`config.mk`:
```
export PLATFORM = sky130hd
export DESIGN_NAME = dec_round_unit
export DESIGN_NICKNAME = d
export VERILOG_FILES = /design/src/rtl/dec_round_pkg.sv /design/src/rtl/dec_width_detect.sv /design/src/rtl/dec_round_decide.sv /design/src/rtl/dec_bcd_inc.sv /design/src/rtl/dec_round_unit.sv
export SDC_FILE = /design/constraint.sdc
export NUM_CORES = 1
export LEC_CHECK = 0
export ABC_AREA = 1
export BUFFER_PORTS_ARGS = -buffer_cell sky130_fd_sc_hd__buf_2
export CORE_MARGIN = 5
export CORE_UTILIZATION = 30
export CTS_CLUSTER_SIZE = 14
export DETAILED_ROUTE_END_ITERATION = 10
export GPL_TIMING_DRIVEN = 1
export SETUP_SLACK_MARGIN = 0.5
export SLEW_MARGIN = 20
export SYNTH_ARGS = -nofsm -noshare
export SYNTH_HDL_FRONTEND = slang
export SYNTH_HIERARCHICAL = 1
export SYNTH_SLANG_ARGS = --single-unit
```
`constraint.sdc`:
```
create_clock -name clk -period 15.5 [get_ports clk]
set_clock_uncertainty 0.15 [all_clocks]
set_input_delay 0 -clock clk [delete_from_list [all_inputs] [get_ports clk]]
set_output_delay 0 -clock clk [all_outputs]
set_load 0.05 [all_outputs]
```
`src/rtl/dec_round_pkg.sv`:
```
package dec_round_pkg;
  localparam int unsigned DIGIT_W = 4;

  typedef enum logic [2:0] {
    RM_NEAR_EVEN = 3'd0,
    RM_ZERO      = 3'd1,
    RM_UP        = 3'd2,
    RM_DOWN      = 3'd3,
    RM_NEAR_AWAY = 3'd4
  } rmode_e;

  typedef enum logic [1:0] {
    ST_IDLE  = 2'd0,
    ST_SHIFT = 2'd1,
    ST_ROUND = 2'd2
  } state_e;
endpackage

```
`src/rtl/dec_width_detect.sv`:
```
module dec_width_detect #(
  parameter int unsigned IN_DIGITS  = 32,
  parameter int unsigned OUT_DIGITS = 16
) (
  input  logic [IN_DIGITS*4-1:0] coef,
  output logic                   too_wide
);
  localparam int unsigned EXTRA = IN_DIGITS - OUT_DIGITS;

  logic [EXTRA-1:0] digit_nz;

  for (genvar i = 0; i < EXTRA; i++) begin : g_nz
    assign digit_nz[i] = |coef[(OUT_DIGITS+i)*4 +: 4];
  end

  assign too_wide = |digit_nz;
endmodule

```
`src/rtl/dec_round_decide.sv`:
```
module dec_round_decide
  import dec_round_pkg::*;
(
  input  logic [2:0] mode,
  input  logic       sign,
  input  logic [3:0] guard,
  input  logic       sticky,
  input  logic       lsd_odd,
  output logic       incr,
  output logic       inexact
);
  logic g_above, g_half, g_atleast;

  always_comb begin
    g_above   = guard > 4'd5;
    g_half    = guard == 4'd5;
    g_atleast = guard >= 4'd5;
    inexact   = (guard != 4'd0) | sticky;
    case (rmode_e'(mode))
      RM_NEAR_EVEN: incr = g_above | (g_half & (sticky | lsd_odd));
      RM_NEAR_AWAY: incr = g_atleast;
      RM_UP:        incr = inexact & ~sign;
      RM_DOWN:      incr = inexact & sign;
      default:      incr = 1'b0;
    endcase
  end
endmodule

```
`src/rtl/dec_bcd_inc.sv`:
```
module dec_bcd_inc #(
  parameter int unsigned DIGITS = 16
) (
  input  logic [DIGITS*4-1:0] a,
  input  logic                cin,
  output logic [DIGITS*4-1:0] sum,
  output logic                cout
);
  logic [DIGITS:0] carry;

  assign carry[0] = cin;

  for (genvar i = 0; i < DIGITS; i++) begin : g_dig
    logic [3:0] d;
    logic       wrap;
    assign d              = a[i*4 +: 4];
    assign wrap           = carry[i] & (d == 4'd9);
    assign sum[i*4 +: 4]  = wrap ? 4'd0 : (d + {3'b000, carry[i]});
    assign carry[i+1]     = wrap;
  end

  assign cout = carry[DIGITS];
endmodule

```
`src/rtl/dec_round_unit.sv`:
```
module dec_round_unit
  import dec_round_pkg::*;
#(
  parameter int unsigned IN_DIGITS  = 32,
  parameter int unsigned OUT_DIGITS = 16,
  parameter int unsigned EXP_W      = 16,
  parameter int          EXP_MAX    = 369
) (
  input  logic                     clk,
  input  logic                     rst_n,
  input  logic                     start,
  input  logic                     sign_in,
  input  logic [IN_DIGITS*4-1:0]   coef_in,
  input  logic signed [EXP_W-1:0]  exp_in,
  input  logic [2:0]               rmode,
  input  logic                     inexact_mask,
  output logic                     busy,
  output logic                     done,
  output logic                     sign_out,
  output logic [OUT_DIGITS*4-1:0]  coef_out,
  output logic signed [EXP_W-1:0]  exp_out,
  output logic                     inexact,
  output logic                     overflow,
  output logic                     data_exc,
  output logic                     inexact_flag
);
  localparam int unsigned IN_W  = IN_DIGITS * DIGIT_W;
  localparam int unsigned OUT_W = OUT_DIGITS * DIGIT_W;
  localparam logic signed [EXP_W-1:0] EXP_LIMIT = EXP_W'(EXP_MAX);
  localparam logic [OUT_W-1:0] COEF_CARRY = OUT_W'(1) << ((OUT_DIGITS - 1) * DIGIT_W);

  // reset synchronizer: asserts asynchronously, releases on a clock edge
  logic [1:0] rst_sync_q;
  logic       rst_int_n;

  always_ff @(posedge clk or negedge rst_n) begin
    if (!rst_n) rst_sync_q <= 2'b00;
    else        rst_sync_q <= {rst_sync_q[0], 1'b1};
  end
  assign rst_int_n = rst_sync_q[1];

  // working state
  state_e                  state_q, state_d;
  logic [IN_W-1:0]         work_q, work_d;
  logic signed [EXP_W-1:0] wexp_q, wexp_d;
  logic [3:0]              guard_q, guard_d;
  logic                    sticky_q, sticky_d;
  logic                    wsign_q;
  logic [2:0]              mode_q;
  logic                    mask_q;

  // result state
  logic                    done_q, done_d;
  logic                    rsign_q;
  logic [OUT_W-1:0]        rcoef_q, rcoef_d;
  logic signed [EXP_W-1:0] rexp_q, rexp_d;
  logic                    rinex_q, rovf_q, rexc_q, rovf_d, rexc_d;
  logic                    flag_q, flag_d;

  // enables
  logic load_en, shift_en, round_en;

  // datapath helpers
  logic             too_wide;
  logic             incr, inex_now;
  logic [OUT_W-1:0] inc_sum;
  logic             inc_cout;

  dec_width_detect #(
    .IN_DIGITS  (IN_DIGITS),
    .OUT_DIGITS (OUT_DIGITS)
  ) u_width (
    .coef     (work_q),
    .too_wide (too_wide)
  );

  dec_round_decide u_decide (
    .mode    (mode_q),
    .sign    (wsign_q),
    .guard   (guard_q),
    .sticky  (sticky_q),
    .lsd_odd (work_q[0]),
    .incr    (incr),
    .inexact (inex_now)
  );

  dec_bcd_inc #(
    .DIGITS (OUT_DIGITS)
  ) u_inc (
    .a    (work_q[OUT_W-1:0]),
    .cin  (incr),
    .sum  (inc_sum),
    .cout (inc_cout)
  );

  assign load_en  = (state_q == ST_IDLE)  & start;
  assign shift_en = (state_q == ST_SHIFT) & too_wide;
  assign round_en = (state_q == ST_ROUND);

  // next-state logic
  always_comb begin
    state_d  = state_q;
    work_d   = work_q;
    wexp_d   = wexp_q;
    guard_d  = guard_q;
    sticky_d = sticky_q;
    rcoef_d  = rcoef_q;
    rexp_d   = rexp_q;
    rovf_d   = rovf_q;
    rexc_d   = rexc_q;
    flag_d   = flag_q;
    done_d   = 1'b0;

    case (state_q)
      ST_IDLE: begin
        if (start) begin
          state_d  = ST_SHIFT;
          work_d   = coef_in;
          wexp_d   = exp_in;
          guard_d  = 4'd0;
          sticky_d = 1'b0;
        end
      end
      ST_SHIFT: begin
        if (too_wide) begin
          work_d   = work_q >> DIGIT_W;
          wexp_d   = wexp_q + 1'b1;
          guard_d  = work_q[3:0];
          sticky_d = sticky_q | (guard_q != 4'd0);
        end else begin
          state_d = ST_ROUND;
        end
      end
      ST_ROUND: begin
        state_d = ST_IDLE;
        done_d  = 1'b1;
        if (inc_cout) begin
          rcoef_d = COEF_CARRY;
          rexp_d  = wexp_q + 1'b1;
        end else begin
          rcoef_d = inc_sum;
          rexp_d  = wexp_q;
        end
        rovf_d = rexp_d > EXP_LIMIT;
        rexc_d = inex_now & mask_q;
        flag_d = flag_q | (inex_now & ~mask_q);
      end
      default: state_d = ST_IDLE;
    endcase
  end

  // registers
  always_ff @(posedge clk or negedge rst_int_n) begin
    if (!rst_int_n) begin
      state_q  <= ST_IDLE;
      work_q   <= '0;
      wexp_q   <= '0;
      guard_q  <= '0;
      sticky_q <= 1'b0;
      wsign_q  <= 1'b0;
      mode_q   <= '0;
      mask_q   <= 1'b0;
      done_q   <= 1'b0;
      rsign_q  <= 1'b0;
      rcoef_q  <= '0;
      rexp_q   <= '0;
      rinex_q  <= 1'b0;
      rovf_q   <= 1'b0;
      rexc_q   <= 1'b0;
      flag_q   <= 1'b0;
    end else begin
      state_q <= state_d;
      done_q  <= done_d;
      if (load_en | shift_en) begin
        work_q   <= work_d;
        wexp_q   <= wexp_d;
        guard_q  <= guard_d;
        sticky_q <= sticky_d;
      end
      if (load_en) begin
        wsign_q <= sign_in;
        mode_q  <= rmode;
        mask_q  <= inexact_mask;
      end
      if (round_en) begin
        rsign_q <= wsign_q;
        rcoef_q <= rcoef_d;
        rexp_q  <= rexp_d;
        rinex_q <= inex_now;
        rovf_q  <= rovf_d;
        rexc_q  <= rexc_d;
        flag_q  <= flag_d;
      end
    end
  end

  assign busy         = (state_q != ST_IDLE);
  assign done         = done_q;
  assign sign_out     = rsign_q;
  assign coef_out     = rcoef_q;
  assign exp_out      = rexp_q;
  assign inexact      = rinex_q;
  assign overflow     = rovf_q;
  assign data_exc     = rexc_q;
  assign inexact_flag = flag_q;
endmodule

```
Word level (Yosys, flattened, before mapping)
Index checks and enable logic that the tools add are counted.
{"block": "totals", "in_bits": 152, "regBits": 244, "elab_cells": 135, "output_inout_bits": 87}
{"block": "classes", "n_reduce_logical": 8, "addsub": 17, "magnitude_cmp": 3, "n_mux": 35, "bitwise": 30, "n_eq_ne": 25}
{"operator": "$mux W128", "count": 2}
{"operator": "$pmux W128 S2", "count": 1}
{"operator": "$mux W4", "count": 17}
{"operator": "$add A4 B1 Y4", "count": 16}
{"operator": "$eq A4 B4 Y1 const B", "count": 16}
{"operator": "$mux W16", "count": 4}
{"operator": "$mux W64", "count": 1}
{"operator": "$reduce_or A64 Y1", "count": 1}
{"operator": "$pmux W16 S2", "count": 1}
{"operator": "$and A1 B1 Y1", "count": 23}
{"operator": "$add A16 B1 Y16 const B", "count": 1}
{"operator": "$gt A16 B10 Y1 const B", "count": 1}
{"operator": "$pmux W4 S2", "count": 1}
{"operator": "$eq A3 B2 Y1 const B", "count": 2}
{"operator": "$ne A2 B2 Y1 const B", "count": 3}
{"operator": "$or A1 B1 Y1", "count": 5}
{"operator": "$eq A4 B3 Y1 const B", "count": 1}
{"operator": "$ge A4 B3 Y1 const B", "count": 1}
{"operator": "$gt A4 B3 Y1 const B", "count": 1}
{"operator": "$mux W2", "count": 2}
{"operator": "$pmux W1 S4", "count": 1}
{"operator": "$pmux W2 S2", "count": 1}
{"operator": "$reduce_and A4 Y1", "count": 1}
{"operator": "$reduce_bool A2 Y1", "count": 2}
{"operator": "10 further kinds", "count": 13}

Logic depth before layout (Yosys ltp)
{"block": "depth", "depth_word": 23, "ltp_mapped": 28, "depth_no_buf": 27}

By module
The synthesis kept the hierarchy.
{"module": "dec_round_unit", "area_per_inst_um2": 11169.5, "n_inst": 1, "seq_area_each_um2": 6105.9, "cells_each": 1318}
{"module": "dec_bcd_inc", "area_per_inst_um2": 1622.8, "n_inst": 1, "seq_area_each_um2": 0.0, "cells_each": 259}
{"module": "dec_width_detect", "area_per_inst_um2": 236.5, "n_inst": 1, "seq_area_each_um2": 0.0, "cells_each": 63}
{"module": "dec_round_decide", "area_per_inst_um2": 77.6, "n_inst": 1, "seq_area_each_um2": 0.0, "cells_each": 19}

Worst setup path before layout
OpenSTA, ideal clock, no wires.
{"block": "synth_timing", "path_kind": "reg2reg", "start": "reg guard_q[1]", "end": "reg rovf_q, in the netlist overflow", "stages_incl_launch_ff": 26, "n_path_buf": 2, "setup_ps": 118, "arrival_ps": 3004, "t_required_ps": 15232, "path_slack_ps": 12228, "period_less_slack_ps": 3272, "cell_sequence": "dfrtp_1 nor2_2 nor2_1 nand2_1 nand2_1 nand2_1 nor2_1 nand3_1 nor2_4 nand3_4 nor2_8 nand4_4 nor2_8 nand4_4 nor2_8 nand4_4 nor2_4 buf_4 buf_2 nand3_1 nand2_1 nand3_1 nor2_1 nand2_1 nand2_1 nand2_1"}
{"block": "synth_via", "elab_chain_len": 23, "elab_cells_between_ends": 29, "cone_classes": "order compare: 3; eq/ne: 1; mux: 3; bitwise: 21; reduce/logical: 1"}
{"item": "start: declaration", "line_no": "dec_round_unit.sv:46", "text": "logic [3:0] guard_q, guard_d;"}
{"item": "start signal: assignment", "line_no": "dec_round_unit.sv:177", "text": "guard_q <= guard_d;"}
{"item": "branches (longest 3 deep; another with $gt A4 B3 Y1)"}
{"item": "$pmux W1 S4 *", "line_no": "dec_round_decide.sv:19", "text": "case (rmode_e'(mode))"}
{"item": "via incr", "line_no": "dec_round_unit.sv:65", "text": "logic incr, inex_now;"}
{"item": "$and A1 B1 Y1 * (16 in a row)", "line_no": "dec_bcd_inc.sv:17", "text": "assign wrap = carry[i] & (d == 4'd9);"}
{"item": "via inc_cout", "line_no": "dec_round_unit.sv:67", "text": "logic inc_cout;"}
{"item": "$mux W16 *", "line_no": "dec_round_unit.sv:137", "text": "if (inc_cout) begin"}
{"item": "$mux W16 *", "line_no": "dec_round_unit.sv:114", "text": "case (state_q)"}
{"item": "$gt A16 B10 Y1 *", "line_no": "dec_round_unit.sv:144", "text": "rovf_d = rexp_d > EXP_LIMIT;"}
{"item": "end signal: assignment", "line_no": "dec_round_unit.sv:190", "text": "rovf_q <= rovf_d;"}
{"item": "end: declaration", "line_no": "dec_round_unit.sv:57", "text": "logic rinex_q, rovf_q, rexc_q, rovf_d, rexc_d;"}
Mark *: on every way through the listed nets, which the timed path passes. The select of a mux whose other input is x is not followed.
A chain may end at the register's enable or synchronous reset.

Final worst setup path
{"block": "layout_timing", "start": "reg work_q[0]", "end": "reg rovf_q, in the netlist overflow"}
{"block": "layout_via", "elab_chain_len": 23, "elab_cells_between_ends": 24, "cone_classes": "order compare: 1; eq/ne: 1; mux: 3; bitwise: 19"}
{"item": "start: declaration", "line_no": "dec_round_unit.sv:44", "text": "logic [IN_W-1:0] work_q, work_d;"}
{"item": "start signal: assignment", "line_no": "dec_round_unit.sv:175", "text": "work_q <= work_d;"}
{"item": "$or A1 B1 Y1", "line_no": "dec_round_decide.sv:20", "text": "RM_NEAR_EVEN: incr = g_above | (g_half & (sticky | lsd_odd));"}
{"item": "$and A1 B1 Y1", "line_no": "dec_round_decide.sv:20"}
{"item": "$or A1 B1 Y1", "line_no": "dec_round_decide.sv:20"}
{"item": "$pmux W1 S4", "line_no": "dec_round_decide.sv:19"}
{"item": "via incr", "line_no": "dec_round_unit.sv:65"}
{"item": "$and A1 B1 Y1 (16 in a row)", "line_no": "dec_bcd_inc.sv:17"}
{"item": "via inc_cout", "line_no": "dec_round_unit.sv:67"}
{"item": "$mux W16", "line_no": "dec_round_unit.sv:137"}
{"item": "$mux W16", "line_no": "dec_round_unit.sv:114"}
{"item": "$gt A16 B10 Y1", "line_no": "dec_round_unit.sv:144"}
The timed path passes the listed nets, and every way through them passes these cells. The select of a mux whose other input is x is not followed.

==> load_flow_metrics.sql <==
INSERT INTO impl_metrics (metric_group, metric, value, unit) VALUES
('floorplanning', 'core', '0.0432', 'mm²'),
('power_and_ir_drop', 'seq_power_share', '39.3', '%'),
('placed_design', 'detailed_place.area', '0.0147', 'mm²'),
('floorplanning', 'floorplan.initialDensity', '30.4', '%'),
('floorplanning', 'chipHeight', '219', 'µm'),
('floorplanning', 'rows', '76', ''),
('clock_network', 'clk_root_buffer_cell', 'sky130_fd_sc_hd__clkbuf_16', ''),
('finish', 'fin_area', '0.0174', 'mm²'),
('sta', 'setup_repair_after_global_routing_missed_its_margin', 'no', ''),
('clock_network', 'tritoncts_clock_tree', 'built', ''),
('min_path', 'timing.hold.worst_endpoint', 'work_q[117]', ''),
('power_and_ir_drop', 'swShare', '35.2', '%'),
('drt', 'via_count', '12098', ''),
('power_and_ir_drop', 'p_comb_share', '29.8', '%'),
('worst_setup_path', 'regToRegStartpoint', 'work_q[0]', ''),
('finish', 'mostFrequentLayoutCell', 'sky130_fd_sc_hd__nand2_1', ''),
('sta', 'layout_worst_path_cycle_share', '27.3', '%'),
('sta', 'slew_headroom', '35.5', '%'),
('worst_setup_path', 'cp.arrival', '4.58', 'ns'),
('worst_setup_path', 'worst-setup-path-type', 'reg -> reg', ''),
('placed_design', 'dp_hpwl', '27100', 'µm'),
('drt', 'drt_pass1_iterations', '5', ''),
('worst_setup_path', 'ff2ff_path_depth', '27', ''),
('sta', 'final-setup-viol-count', '0', ''),
('synth', 'synth_area', '0.0131', 'mm²'),
('clock_network', 'numCtsBuffers', '29', ''),
('clock_network', 'post-cts-setup-buffer-count', '0', ''),
('clock_network', 'cts-root-to-sink-buffers', '3', ''),
('power_and_ir_drop', 'ir_worst_vdd', '0.103', 'mV'),
('floorplanning', 'die_width', '219', 'µm'),
('worst_setup_path', 'cp_max_fo', '72', ''),
('grt', 'global_routing_usage_summed_across_all_routing_layers', '16.1', '%'),
('sta', 'maximum_clock_frequency', '0.237', 'GHz'),
('synth', 'synthCells', '1659', ''),
('drt', 'detail_route.iter0.violations', '734', ''),
('synth', 'synth.area.top_cells', 'sky130_fd_sc_hd__dfrtp_1 47%, sky130_fd_sc_hd__nand2_1 12%, sky130_fd_sc_hd__o211ai_1 6.8%, sky130_fd_sc_hd__inv_1 6.0%, sky130_fd_sc_hd__o21ai_0 5.4%', ''),
('finish', 'final_nets', '2195', ''),
('drt', 'postRouteAntennaNets', '0', ''),
('clock_network', 'post_cts_resized', '0', ''),
('clock_network', 'clk_transition_reported_paths', '0.06', 'ns'),
('run_status', 'result_of_the_run', 'complete, no violations', ''),
('drt', 'viasPerCell', '4.62', ''),
('drt', 'detail_route.wl_per_cell', '14.9', 'µm'),
('finish', 'layout.cells.most_common_list', '422 x sky130_fd_sc_hd__nand2_1, 243 x sky130_fd_sc_hd__dfrtp_1, 238 x sky130_fd_sc_hd__buf_2, 210 x sky130_fd_sc_hd__inv_1, 162 x sky130_fd_sc_hd__dlygate4sd3_1', ''),
('synth', 'mappedNetlistNets', '1844', ''),
('floorplanning', 'fp.dieArea', '0.0480', 'mm²'),
('power_and_ir_drop', 'power_leakage', '9.30', 'nW'),
('clock_network', 'cts_num_sinks', '244', ''),
('grt', 'grt_pass1_vias', '12042', ''),
('sta', 'timing.setup.tns', '0', 'ns'),
('sta', 'final_period_minus_worst_setup_slack', '4.23', 'ns'),
('sta', 'whs', '0.0832', 'ns'),
('min_path', 'number_of_cells_on_the_worst_hold_path', '4', ''),
('power_and_ir_drop', 'power.clock.fraction', '30.8', '%'),
('clock_network', 'worst_skew_pair.late_latency', '0.56', 'ns'),
('synth', 'yosysUniqueCellTypes', '38', ''),
('grt', 'global_route_congestion_overflow_total', '0', ''),
('worst_setup_path', 'critPathLaunchType', 'register', ''),
('clock_network', 'cts_htree_levels', '1', ''),
('synth', 'avgSynthCellArea', '7.90', 'µm²'),
('power_and_ir_drop', 'power_report.internal_total', '1.59', 'mW'),
('drt', 'drcViolationCount', '0', ''),
('min_path', 'startpoint_of_the_tightest_hold_check_path', 'coef_in[117]', ''),
('finish', 'layout-drive-gt1-share', '16.6', '%'),
('floorplanning', 'floorplan.io_pins', '239', ''),
('flow_run', 'max_cap_violations', '0', ''),
('synth', 'synth_largest_area_cell', 'sky130_fd_sc_hd__dfrtp_1', ''),
('grt', 'antenna_found_initial', '1', ''),
('min_path', 'worst_hold_path_type', 'in -> reg', ''),
('finish', 'area_growth_syn_to_layout', '32.8', '%'),
('worst_setup_path', 'data_required_critical_path', '15.85', 'ns');
==> power by group through the flow <==
stage / sequential (mW) / clock (mW) / combinational, mW
finish: 0.965 / 0.757 / 0.732
CTS: 0.964 / 0.779 / 0.738
detailed placement: 0.974 / 0 / 0.697
floorplan: 0.937 / 0 / 0.542
global placement: 0.967 / 0 / 0.682
global route: 0.990 / 0.808 / 0.854
==> registers in the layout, indices dropped and copies added (netlist names), 2 cells and up <==
name        flops
mode_q          3
state_q         2
guard_q         4
exp_out        16
coef_out       64
work_q        128
wexp_q         16
rst_sync_q      2
==> synth_stat cells <==
cell type                    n
sky130_fd_sc_hd__nand2_1   422
sky130_fd_sc_hd__dfrtp_1   244
sky130_fd_sc_hd__inv_1     211
sky130_fd_sc_hd__nor2_1    146
sky130_fd_sc_hd__o21ai_0   142
sky130_fd_sc_hd__nand3_1   118
sky130_fd_sc_hd__o211ai_1  118
sky130_fd_sc_hd__buf_2      41
sky130_fd_sc_hd__clkbuf_1   36
sky130_fd_sc_hd__ha_1       33
sky130_fd_sc_hd__xor2_1     24
sky130_fd_sc_hd__a31oi_1    23
sky130_fd_sc_hd__and3_1     10
sky130_fd_sc_hd__xnor2_1    10
sky130_fd_sc_hd__a21oi_1     9
sky130_fd_sc_hd__buf_4       8
sky130_fd_sc_hd__nand4_1     7
sky130_fd_sc_hd__o21ai_1     6
sky130_fd_sc_hd__or2_2       6
sky130_fd_sc_hd__buf_1       5
sky130_fd_sc_hd__nand2_2     5
sky130_fd_sc_hd__nor2_4      5
sky130_fd_sc_hd__inv_2       4
sky130_fd_sc_hd__mux2_2      3
sky130_fd_sc_hd__nand4_4     3
sky130_fd_sc_hd__nor2_2      3
sky130_fd_sc_hd__nor2_8      3
sky130_fd_sc_hd__o21bai_1    3
sky130_fd_sc_hd__nor3_1      2
sky130_fd_sc_hd__a31oi_2     1
sky130_fd_sc_hd__clkinv_1    1
sky130_fd_sc_hd__conb_1      1
sky130_fd_sc_hd__nand2_4     1
sky130_fd_sc_hd__nand3_2     1
sky130_fd_sc_hd__nand3_4     1
sky130_fd_sc_hd__nor3b_1     1
sky130_fd_sc_hd__nor3b_2     1
sky130_fd_sc_hd__or2_1       1
==> stage by stage <==
stage	worst slack, ns	instances	total power, mW	util, %
final	11.27	2617	2.45	40.3
after floorplan	8.05	1659	1.48	-
after detailed placement	11.23	2402	1.67	34.1
after global routing	10.72	2617	2.65	40.3
after global placement	11.31	2402	1.65	34.1
after CTS	11.20	2617	2.48	40.3
==> worst max-delay path, stage by stage (launching register included) <==
cell,delay (ns)
sky130_fd_sc_hd__dfrtp_1,0.41
sky130_fd_sc_hd__nor2_1,0.06
sky130_fd_sc_hd__nand2_1,0.06
sky130_fd_sc_hd__nand2_1,0.05
sky130_fd_sc_hd__nand2_1,0.05
sky130_fd_sc_hd__nand2_1,0.04
sky130_fd_sc_hd__nor2_1,0.15
sky130_fd_sc_hd__nand3_1,0.14
sky130_fd_sc_hd__nor2_4,0.20
sky130_fd_sc_hd__nand3_4,0.16
sky130_fd_sc_hd__nor2_8,0.17
sky130_fd_sc_hd__nand4_4,0.18
sky130_fd_sc_hd__nor2_8,0.18
sky130_fd_sc_hd__nand4_4,0.16
sky130_fd_sc_hd__nor2_8,0.19
sky130_fd_sc_hd__nand4_4,0.15
sky130_fd_sc_hd__nor2_4,0.51
sky130_fd_sc_hd__inv_2,0.11
sky130_fd_sc_hd__buf_4,0.38
sky130_fd_sc_hd__nand2_1,0.14
sky130_fd_sc_hd__nand2_1,0.08
sky130_fd_sc_hd__nor2_1,0.11
sky130_fd_sc_hd__nand2_1,0.05
sky130_fd_sc_hd__nand2_1,0.05
sky130_fd_sc_hd__nand2_1,0.05
sky130_fd_sc_hd__nand2_1,0.05
sky130_fd_sc_hd__nand2_1,0.04
sky130_fd_sc_hd__nand2_1,0.05
==> kinds of logic after synthesis <==
logic type      Yosys count  share of synthesized area, %
simple gates            736                          24.2
buf+inv                 306                          9.38
compound gates          302                          14.1
flops                   244                          46.6
xor+xnor                 34                          2.27
fa+ha+maj                33                          3.15
mux                       3                         0.258
other cells               1                        0.0286
==> routing by layer <==
layer | up-vias | share of wire, % | GRT usage [%]
li1 | 6082 | - | -
met1 | 5681 | 46 | 22.1
met2 | 285 | 47 | 26.7
met3 | 50 | 5.6 | 2.83
met4 | 0 | 1.9 | 3.75
met5 | - | 0 | 0
==> worst max path at each step <==
stage | start | end | slack (ns) | cells past startpoint
6_report | work_q[0] | overflow | 11.27 | 27
5_1_grt | work_q[0] | overflow | 10.72 | 27
4_1_cts | work_q[0] | overflow | 11.20 | 27
3_5_place_dp | work_q[0] | overflow | 11.23 | 27
3_3_place_gp | work_q[0] | overflow | 11.31 | 27
2_1_floorplan | rst_sync_q[1] | coef_out[0] | 8.05 | 0
==> cell type report <==
class                   instances  area [µm²]
fillers                      4445       25800
flip-flops and latches        244        6110
multi-input cells            1109        5790
repair buffers                410        2890
clock buffers                  40         837
inverters                     216         816
well taps                     585         732
clock inverters                13         221
==> timing repair <==
| action | CTS | global route |
|---|---|---|
| setup endpoints to repair | 0 | 0 |
| hold buffers | 162 | 0 |
| endpoints found under the hold margin | 152 | 0 |
(Power assumes the default switching activity.)
